$ cat config.mk
export PLATFORM = sky130hd
export DESIGN_NAME = sd_irq_status_unit
export DESIGN_NICKNAME = d
export VERILOG_FILES = /design/src/rtl/sd_irq_pkg.sv /design/src/rtl/sd_irq_latch_reg.sv /design/src/rtl/sd_irq_mask_bank.sv /design/src/rtl/sd_irq_err_class.sv /design/src/rtl/sd_irq_status_unit.sv
export SDC_FILE = /design/constraint.sdc
export NUM_CORES = 1
export LEC_CHECK = 0
export BUFFER_PORTS_ARGS = -buffer_cell sky130_fd_sc_hd__clkbuf_2
export CAP_MARGIN = 25
export CORE_AREA = 2 2 69 136
export DETAILED_ROUTE_END_ITERATION = 8
export DIE_AREA = 0 0 71 138
export PLACE_DENSITY = 0.78
export SETUP_SLACK_MARGIN = 0.15
export SYNTH_ARGS = -nofsm -noshare
export SYNTH_HDL_FRONTEND = slang
export SYNTH_SLANG_ARGS = --single-unit
$ cat constraint.sdc
create_clock -name clk_i -period 1.6 [get_ports clk_i]
set_clock_uncertainty 0.05 [all_clocks]
set_input_delay 0 -clock clk_i [delete_from_list [all_inputs] [get_ports clk_i]]
set_output_delay 0 -clock clk_i [all_outputs]
set_load 0.1 [all_outputs]
$ cat src/rtl/sd_irq_pkg.sv
package sd_irq_pkg;
  localparam int REG_W  = 16;
  localparam int ADDR_W = 3;

  localparam int NRM_CARD_BIT = 8;
  localparam int NRM_SUM_BIT  = 15;

  // latched bit sets
  localparam logic [REG_W-1:0] NRM_LATCH_MASK = 16'h10FF;
  localparam logic [REG_W-1:0] ERR_LATCH_MASK = 16'hF3FF;

  // error classes
  localparam logic [REG_W-1:0] ERR_CMD_GRP = 16'h000F;
  localparam logic [REG_W-1:0] ERR_DAT_GRP = 16'h0270;

  typedef enum logic [ADDR_W-1:0] {
    A_NRM_ST  = 3'd0,
    A_ERR_ST  = 3'd1,
    A_NRM_SEN = 3'd2,
    A_ERR_SEN = 3'd3,
    A_NRM_SIG = 3'd4,
    A_ERR_SIG = 3'd5
  } reg_addr_e;

  localparam int NUM_MASKS = 4;
  localparam int MASK_BASE = 2;
endpackage

$ cat src/rtl/sd_irq_latch_reg.sv
module sd_irq_latch_reg #(
  parameter int W = 16,
  parameter logic [W-1:0] IMPL_MASK = '1
) (
  input  logic         clk_i,
  input  logic         rst_ni,
  input  logic [W-1:0] evt_i,
  input  logic [W-1:0] en_i,
  input  logic [W-1:0] clr_i,
  output logic [W-1:0] q_o
);
  logic [W-1:0] set_m;
  logic [W-1:0] clr_m;
  assign set_m = evt_i & en_i & IMPL_MASK;
  assign clr_m = clr_i & IMPL_MASK;

  for (genvar b = 0; b < W; b++) begin : g_bit
    if (IMPL_MASK[b]) begin : g_impl
      logic q_q;
      always_ff @(posedge clk_i or negedge rst_ni) begin
        if (!rst_ni)       q_q <= 1'b0;
        else if (set_m[b]) q_q <= 1'b1;   // event beats clear
        else if (clr_m[b]) q_q <= 1'b0;
      end
      assign q_o[b] = q_q;
    end else begin : g_tie
      assign q_o[b] = 1'b0;
    end
  end

  p_set_gated_r2: assert property (@(posedge clk_i) disable iff (!rst_ni)
    1'b1 |=> ((q_o & ~$past(q_o) & ~$past(set_m)) == '0));
  p_w1c_clear_r3: assert property (@(posedge clk_i) disable iff (!rst_ni)
    ((clr_m & ~set_m) != '0) |=> ((q_o & $past(clr_m & ~set_m)) == '0));
  p_hold_w0_r3: assert property (@(posedge clk_i) disable iff (!rst_ni)
    1'b1 |=> (((~q_o) & $past(q_o) & ~$past(clr_m)) == '0));
  p_event_wins_r4: assert property (@(posedge clk_i) disable iff (!rst_ni)
    (set_m != '0) |=> ((q_o & $past(set_m)) == $past(set_m)));
  p_unimpl_zero_r9: assert property (@(posedge clk_i) disable iff (!rst_ni)
    (q_o & ~IMPL_MASK) == '0);
endmodule

$ cat src/rtl/sd_irq_mask_bank.sv
module sd_irq_mask_bank
  import sd_irq_pkg::*;
(
  input  logic                           clk_i,
  input  logic                           rst_ni,
  input  logic                           we_i,
  input  logic [ADDR_W-1:0]              addr_i,
  input  logic [REG_W-1:0]               wdata_i,
  output logic [NUM_MASKS-1:0][REG_W-1:0] mask_o
);
  for (genvar m = 0; m < NUM_MASKS; m++) begin : g_mask
    localparam logic [ADDR_W-1:0] MY_ADDR = ADDR_W'(MASK_BASE + m);
    logic [REG_W-1:0] q_q;
    always_ff @(posedge clk_i or negedge rst_ni) begin
      if (!rst_ni)                         q_q <= '0;
      else if (we_i && addr_i == MY_ADDR)  q_q <= wdata_i;
    end
    assign mask_o[m] = q_q;

    p_mask_hold_r10: assert property (@(posedge clk_i) disable iff (!rst_ni)
      !(we_i && addr_i == MY_ADDR) |=> $stable(mask_o[m]));
  end
endmodule

$ cat src/rtl/sd_irq_err_class.sv
module sd_irq_err_class
  import sd_irq_pkg::*;
(
  input  logic [REG_W-1:0] err_i,
  output logic             cmd_o,
  output logic             dat_o,
  output logic             xfer_o
);
  assign cmd_o  = |(err_i & ERR_CMD_GRP);
  assign dat_o  = |(err_i & ERR_DAT_GRP);
  assign xfer_o = cmd_o | dat_o;

  always_comb begin
    p_class_union_r8: assert (!(cmd_o || dat_o) || xfer_o);
  end
endmodule

$ cat src/rtl/sd_irq_status_unit.sv
module sd_irq_status_unit
  import sd_irq_pkg::*;
(
  input  logic              clk_i,
  input  logic              rst_ni,
  input  logic [REG_W-1:0]  nrm_evt_i,
  input  logic [REG_W-1:0]  err_evt_i,
  input  logic              card_irq_i,
  input  logic              reg_we_i,
  input  logic [ADDR_W-1:0] reg_addr_i,
  input  logic [REG_W-1:0]  reg_wdata_i,
  output logic [REG_W-1:0]  reg_rdata_o,
  output logic              irq_o,
  output logic              cmd_err_o,
  output logic              dat_err_o,
  output logic              xfer_err_o
);
  logic [NUM_MASKS-1:0][REG_W-1:0] masks;
  logic [REG_W-1:0] nrm_sen, err_sen, nrm_sig, err_sig;
  logic [REG_W-1:0] nrm_clr, err_clr;
  logic [REG_W-1:0] nrm_lat, err_st, nrm_st;

  assign nrm_sen = masks[A_NRM_SEN - MASK_BASE];
  assign err_sen = masks[A_ERR_SEN - MASK_BASE];
  assign nrm_sig = masks[A_NRM_SIG - MASK_BASE];
  assign err_sig = masks[A_ERR_SIG - MASK_BASE];

  assign nrm_clr = (reg_we_i && reg_addr_i == A_NRM_ST) ? reg_wdata_i : '0;
  assign err_clr = (reg_we_i && reg_addr_i == A_ERR_ST) ? reg_wdata_i : '0;

  sd_irq_mask_bank u_masks (
    .clk_i   (clk_i),
    .rst_ni  (rst_ni),
    .we_i    (reg_we_i),
    .addr_i  (reg_addr_i),
    .wdata_i (reg_wdata_i),
    .mask_o  (masks)
  );

  sd_irq_latch_reg #(.W(REG_W), .IMPL_MASK(NRM_LATCH_MASK)) u_nrm (
    .clk_i  (clk_i),
    .rst_ni (rst_ni),
    .evt_i  (nrm_evt_i),
    .en_i   (nrm_sen),
    .clr_i  (nrm_clr),
    .q_o    (nrm_lat)
  );

  sd_irq_latch_reg #(.W(REG_W), .IMPL_MASK(ERR_LATCH_MASK)) u_err (
    .clk_i  (clk_i),
    .rst_ni (rst_ni),
    .evt_i  (err_evt_i),
    .en_i   (err_sen),
    .clr_i  (err_clr),
    .q_o    (err_st)
  );

  always_comb begin
    nrm_st               = nrm_lat;
    nrm_st[NRM_CARD_BIT] = card_irq_i & nrm_sen[NRM_CARD_BIT];
    nrm_st[NRM_SUM_BIT]  = |err_st;
  end

  sd_irq_err_class u_class (
    .err_i  (err_st),
    .cmd_o  (cmd_err_o),
    .dat_o  (dat_err_o),
    .xfer_o (xfer_err_o)
  );

  assign irq_o = |(nrm_st & nrm_sig) | |(err_st & err_sig);

  always_comb begin
    unique case (reg_addr_i)
      A_NRM_ST:  reg_rdata_o = nrm_st;
      A_ERR_ST:  reg_rdata_o = err_st;
      A_NRM_SEN: reg_rdata_o = nrm_sen;
      A_ERR_SEN: reg_rdata_o = err_sen;
      A_NRM_SIG: reg_rdata_o = nrm_sig;
      A_ERR_SIG: reg_rdata_o = err_sig;
      default:   reg_rdata_o = '0;
    endcase
  end

  p_sum_tracks_err_r6: assert property (@(posedge clk_i) disable iff (!rst_ni)
    nrm_st[NRM_SUM_BIT] == (err_st != '0));
  p_card_gated_r5: assert property (@(posedge clk_i) disable iff (!rst_ni)
    !nrm_sen[NRM_CARD_BIT] |-> !nrm_st[NRM_CARD_BIT]);
  p_irq_quiet_r7: assert property (@(posedge clk_i) disable iff (!rst_ni)
    (nrm_sig == '0 && err_sig == '0) |-> !irq_o);
  p_irq_needs_status_r7: assert property (@(posedge clk_i) disable iff (!rst_ni)
    irq_o |-> (nrm_st != '0 || err_st != '0));
  p_cmd_err_r8: assert property (@(posedge clk_i) disable iff (!rst_ni)
    cmd_err_o |-> nrm_st[NRM_SUM_BIT]);
endmodule

## Word-level counts from Yosys, hierarchy flattened

Cells that the tools add are included.

- Register bits: 87
- Bits of input ports: 55
- Output and inout bits: 20

- Equality and inequality tests: 5
- Mux-type cells: 49
- Bitwise logic cells: 7
- Reduce and logical (&&, ||, !) cells: 35

Operators with widths:

| cell | count |
|---|---|
| $pmux W16 S6 | 1 |
| $and A16 B16 Y16 | 3 |
| $mux W1 | 46 |
| $reduce_bool A2 Y1 | 23 |
| $reduce_or A16 Y1 | 2 |
| $mux W16 | 1 |
| $reduce_or A14 Y1 | 1 |
| $and A13 B13 Y13 | 1 |
| $mux W13 | 1 |
| $reduce_or A4 Y1 | 2 |
| $eq A3 B2 Y1 const B | 2 |
| $eq A3 B3 Y1 const B | 2 |
| $logic_and A1 B1 Y1 | 6 |
| $eq A3 B1 Y1 const B | 1 |
| $logic_not A3 Y1 | 1 |
| $or A1 B1 Y1 | 2 |
| $and A1 B1 Y1 | 1 |

## Longest topological paths before layout

- Depth in word-level cells: 5
- Depth in mapped cells: 7

## By module

Synthesis repeated with hierarchy kept, for this count alone.

- Cell total of the unflattened synthesis: 444
- Area total of the unflattened synthesis: 5,022.3 sq um

By module, submodules not included:

| module | times used | cells each | area an instance (sq um) | sequential area each (sq um) |
|---|---|---|---|---|
| sd_irq_mask_bank | 1 | 138 | 2,512.4 | 1,601.5 |
| sd_irq_status_unit | 1 | 177 | 1,283.7 | 0.0 |
| sd_irq_latch_reg at u_err | 1 | 73 | 701.9 | 350.3 |
| sd_irq_latch_reg at u_nrm | 1 | 53 | 495.5 | 225.2 |
| sd_irq_err_class | 1 | 3 | 28.8 | 0.0 |

## Worst setup path before layout

No wires, ideal clock.

- Kind: input port to output port
- Start point: in reg_addr_i[0]
- End point: out reg_rdata_o[15]
- Arrival time: 2.760 ns
- Data required time: 1.550 ns
- Path slack: -1.210 ns
- Cell stages on the path: 5
- Path buffers: 2
- Cells stage by stage: buf_4 -> buf_2 -> nor2_1 -> a222oi_1 -> o21ai_0

- Cells in the longest elaborated chain, start to end: 2
- Elaborated cells between the ends (all ways): 7

Ends and longest elaborated chain:

| what | line | text |
|---|---|---|
| start: declaration | sd_irq_status_unit.sv:10 | `input logic [ADDR_W-1:0] reg_addr_i,` |
| $eq A3 B3 Y1, or another cell as far along | sd_irq_status_unit.sv:74 | `unique case (reg_addr_i)` |
| $pmux W16 S6 (*) | sd_irq_status_unit.sv:74 |  |
| end: declaration | sd_irq_status_unit.sv:12 | `output logic [REG_W-1:0] reg_rdata_o,` |

Every way passes the cells marked *; elsewhere a longest branch is shown, timed or not.

## Worst setup path in the final report

- Start point: reg u_err.g_bit[13].g_impl.q_q
- End point: out irq_o

- Cells in the longest elaborated chain, start to end: 4
- Elaborated cells between the ends (all ways): 6

Ends and longest elaborated chain:

| what | line | text |
|---|---|---|
| start: declaration | sd_irq_latch_reg.sv:19 | `logic q_q;` |
| start signal: assignment | sd_irq_latch_reg.sv:21 | `if (!rst_ni) q_q <= 1'b0;` |
| start signal: assignment | sd_irq_latch_reg.sv:22 | `else if (set_m[b]) q_q <= 1'b1;` |
| start signal: assignment | sd_irq_latch_reg.sv:23 | `else if (clr_m[b]) q_q <= 1'b0;` |
| $reduce_or A14 Y1 | sd_irq_status_unit.sv:61 | `nrm_st[NRM_SUM_BIT] = \|err_st;` |
| $and A16 B16 Y16 | sd_irq_status_unit.sv:71 | `assign irq_o = \|(nrm_st & nrm_sig) \| \|(err_st & err_sig);` |
| $reduce_or A16 Y1 | sd_irq_status_unit.sv:71 |  |
| $or A1 B1 Y1 (*) | sd_irq_status_unit.sv:71 |  |
| end: declaration | sd_irq_status_unit.sv:13 | `output logic irq_o,` |

Marked as above.

==> impl_metrics.xml <==
<?xml version="1.0" encoding="UTF-8"?>
<metrics>
  <group name="worst_setup_path">
    <metric name="worst_setup_path_end_kind" unit="">output port</metric>
    <metric name="critical_path_buf_inv_count" unit="">1</metric>
    <metric name="max_stage_delay" unit="ns">0.41</metric>
    <metric name="crit_required" unit="ns">1.55</metric>
    <metric name="worstSetupStartpointType" unit="">register</metric>
    <metric name="critPathSlowestCell" unit="">dfrtp_1</metric>
    <metric name="critPathArrivalTime" unit="ns">2.20</metric>
    <metric name="cp_top_family" unit="">compound AO/OA/AOI/OAI gates</metric>
    <metric name="timing.setup.critical_path_class" unit="">register to output port</metric>
    <metric name="crit_path_cell_trace" unit="">a22o_1 -&gt; a221oi_1 -&gt; nand4_1 -&gt; a211o_2 -&gt; buf_12</metric>
    <metric name="maximum_fanout_count_along_the_critical_path" unit="">3</metric>
  </group>
  <group name="finish">
    <metric name="n_antenna_cell" unit="">0</metric>
    <metric name="final_common_cell" unit="">dfrtp_1</metric>
    <metric name="nets" unit="">546</metric>
    <metric name="area_growth_syn_to_layout" unit="%">53.2</metric>
    <metric name="fillerInstances" unit="">513</metric>
    <metric name="mostFrequentLayoutCells" unit="">87 x dfrtp_1, 56 x mux2_2, 44 x clkbuf_2</metric>
    <metric name="drive_gt1_share" unit="%">52.0</metric>
  </group>
  <group name="synth">
    <metric name="yosys_register_bits" unit="">87</metric>
    <metric name="post_synth.cell_area_avg" unit="um^2">12.9</metric>
    <metric name="synth_cell_types" unit="">40</metric>
    <metric name="syn-instance-count" unit="">328</metric>
    <metric name="synthesis.nets" unit="">383</metric>
    <metric name="synthesis.yosys.warnings" unit="">0</metric>
    <metric name="netlist_area" unit="mm^2">0.00424</metric>
    <metric name="synth.yosys.seq_area_share" unit="%">51.3</metric>
  </group>
  <group name="global_route">
    <metric name="antenna_found_initial" unit="">0</metric>
    <metric name="grt_max_degree" unit="">39</metric>
    <metric name="grt_remaining_overflow" unit="">0</metric>
    <metric name="grt_usage" unit="%">29.0</metric>
    <metric name="grt_first_pass_wirelength" unit="mm">21.3</metric>
    <metric name="vias_in_the_first_global_route" unit="">4042</metric>
  </group>
  <group name="timing">
    <metric name="slew_headroom" unit="%">66.1</metric>
    <metric name="rsz0062_at_grt" unit="">true</metric>
    <metric name="layout_setup_ws" unit="ns">-0.654</metric>
    <metric name="period_share" unit="%">141</metric>
    <metric name="slew_viol_final" unit="">0</metric>
    <metric name="setup_violations" unit="">14</metric>
    <metric name="max_clock_freq" unit="GHz">0.444</metric>
    <metric name="smallest_hold_slack" unit="ns">0.0991</metric>
    <metric name="max_slew.worst_pin.slew" unit="ns">0.506</metric>
    <metric name="min_period" unit="ns">2.25</metric>
    <metric name="hold_viol" unit="">0</metric>
  </group>
  <group name="clock_tree">
    <metric name="cts-root-to-sink-buffers" unit="">2</metric>
    <metric name="insertion_delay" unit="ns">0.35</metric>
    <metric name="h-tree-depth" unit="">3</metric>
    <metric name="numCtsBuffers" unit="">9</metric>
    <metric name="clk_pin_slew_worst_setup_hold_paths" unit="ns">0.07</metric>
    <metric name="clock_sink_count" unit="">87</metric>
    <metric name="cts-root-buf" unit="">clkbuf_16</metric>
    <metric name="cts_tree" unit="">yes</metric>
  </group>
  <group name="route">
    <metric name="detail-route-antenna-nets" unit="">0</metric>
    <metric name="post_drt_wl_per_cell" unit="um">24.8</metric>
    <metric name="routed_wl" unit="mm">14.8</metric>
    <metric name="vias" unit="">3765</metric>
    <metric name="route.detailed.drc" unit="">0</metric>
    <metric name="dr_vias_cell" unit="">6.30</metric>
    <metric name="drt_iter0_markers" unit="">457</metric>
    <metric name="1st_pass_router_iterations" unit="">6</metric>
  </group>
  <group name="die">
    <metric name="die-width" unit="um">71</metric>
    <metric name="core-area" unit="mm^2">0.00889</metric>
    <metric name="fp.dieH" unit="um">138</metric>
    <metric name="io_pins" unit="">75</metric>
    <metric name="effective_utilization_at_floorplan" unit="%">47.7</metric>
    <metric name="die-area" unit="mm^2">0.00980</metric>
    <metric name="num_rows" unit="">49</metric>
  </group>
  <group name="min_path">
    <metric name="hold_class" unit="">input pin to async pin</metric>
  </group>
  <group name="placement">
    <metric name="preCtsSetupSlack" unit="ns">-0.176</metric>
    <metric name="detailed_place_hpwl" unit="mm">9.13</metric>
    <metric name="io_buffer_count" unit="">65</metric>
    <metric name="place.gp.congestion" unit="">0.982</metric>
  </group>
  <group name="pwr">
    <metric name="vdd_drop_max" unit="uV">951</metric>
    <metric name="power_density" unit="mW/mm^2">1210</metric>
    <metric name="power_leakage" unit="nW">2.92</metric>
  </group>
  <group name="outcome">
    <metric name="run_status" unit="">complete, but fails checks</metric>
    <metric name="failed_checks" unit="">setup timing</metric>
  </group>
  <group name="job">
    <metric name="maxCapViolCount" unit="">0</metric>
  </group>
</metrics>
==> cells by family (layout without fill, tap and decap cells) <==
group           count (synthesis)  after routing  share of synthesized area, %
mux                            92             92                          25.5
flops                          87             87                          51.3
simple gates                   62             62                          7.05
buf+inv                        22            190                          3.72
compound gates                 65             65                          12.4
==> layout make-up <==
type                       count  area [um^2]  area share (%)
clock buffer                  11          243            3.73
clock inverter                 5         81.3            1.25
timing repair buffer         169         1640            25.2
multi-input combinational    219         2210            34.0
sequential                    87         2180            33.5
inverter                       5         23.8           0.366
tap                          102          128            1.96
==> layer usage <==
metal | GRT usage [%] | wire (um)
met1 | 31.0 | 4950
met2 | 47.7 | 7780
met3 | 5.17 | 871
met4 | 25.0 | 1230
met5 | 0 | 0
==> through the flow <==
stage / TNS (ns) / cells / area, um^2 / power, mW / util, %
floorplan: -0.262 / 328 / 4390 / 4.33 / -
global placement: -0.183 / 528 / 5390 / 5.13 / 60.6
detailed placement: -0.255 / 528 / 5390 / 5.21 / 60.6
CTS: -2.15 / 592 / 6380 / 7.69 / 71.8
global route: -3.70 / 598 / 6500 / 8.09 / 73.1
finish: -3.04 / 598 / 6500 / 7.87 / 73.1
==> Yosys cell counts <==
cell type / n / area share, %
o211ai_1: 1 / 0.18
buf_4: 4 / 0.71
buf_6: 5 / 1.3
and3_1: 2 / 0.29
inv_1: 4 / 0.35
o2bb2ai_1: 2 / 0.41
buf_12: 1 / 0.47
mux2_2: 59 / 16
nand2b_2: 1 / 0.21
dfrtp_1: 87 / 51
a22oi_1: 8 / 1.4
mux4_2: 3 / 1.6
inv_2: 1 / 0.088
nand2_2: 1 / 0.15
a21oi_1: 4 / 0.47
nor2b_1: 2 / 0.29
nor4_1: 3 / 0.44
a22o_1: 27 / 5.6
or2_1: 1 / 0.15
nor2_1: 10 / 0.88
nor3_2: 1 / 0.24
nand2b_4: 1 / 0.32
nand3_1: 1 / 0.12
buf_2: 5 / 0.59
clkbuf_1: 2 / 0.18
nand4_1: 3 / 0.44
o22ai_1: 5 / 0.74
mux2i_1: 20 / 4.7
a221o_1: 1 / 0.24
o21ai_0: 2 / 0.24
a221oi_1: 4 / 0.83
o221ai_1: 7 / 1.4
a2bb2oi_1: 1 / 0.21
mux2_4: 10 / 3.5
nor2_4: 1 / 0.27
a222oi_1: 2 / 0.47
nor3_1: 1 / 0.12
nand2b_1: 2 / 0.29
a211o_1: 1 / 0.21
nand2_1: 32 / 2.8
==> where the power goes <==
part,internal [mW],switching [mW]
sequential,2.63,0.421
combinational,1.22,1.31
clock,1.41,0.886
total,5.26,2.61
==> state kept, by name, summed over array words and instances (netlist names) <==
name	cells
u_masks.g_mask.q_q	64
u_nrm.g_bit.g_impl.q_q	9
u_err.g_bit.g_impl.q_q	14
==> worst register-to-register path, cell delays in order (launching register included) <==
cell,delay (ns)
dfrtp_1,0.43
a22o_1,0.22
dlygate4sd3_1,0.56
==> path summary, 6_finish.rpt <==
kind                                                   startpoint                                endpoint  slack (ns)  depth (start not counted)
setup / recovery           u_err.g_bit[13].g_impl.q_q$_DFFE_PN0P_                                   irq_o       -0.65                          5
hold / removal                                             rst_ni   u_masks.g_mask[1].q_q[11]$_DFFE_PN0P_         0.1                          2
setup reg to reg           u_nrm.g_bit[12].g_impl.q_q$_DFFE_PN0P_  u_nrm.g_bit[12].g_impl.q_q$_DFFE_PN0P_        0.23                          2
hold reg to reg             u_masks.g_mask[0].q_q[10]$_DFFE_PN0P_   u_masks.g_mask[0].q_q[10]$_DFFE_PN0P_        0.46                          1
max in group asynchronous                                  rst_ni    u_masks.g_mask[0].q_q[8]$_DFFE_PN0P_        0.72                          3
min in group clk_i                                       reg_we_i  u_err.g_bit[13].g_impl.q_q$_DFFE_PN0P_        0.27                          6
==> what timing repair did <==
item / in CTS / in global routing
pin swaps: 16 / 15
resized for setup: 42 / 16
hold buffers: 41 / 0
cloned: 0 / 0
endpoints found under the hold margin: 155 / 0
endpoints found under the setup margin: 18 / 18
setup buffers: 7 / 7
No activity file was read; power rests on OpenSTA's default activity.
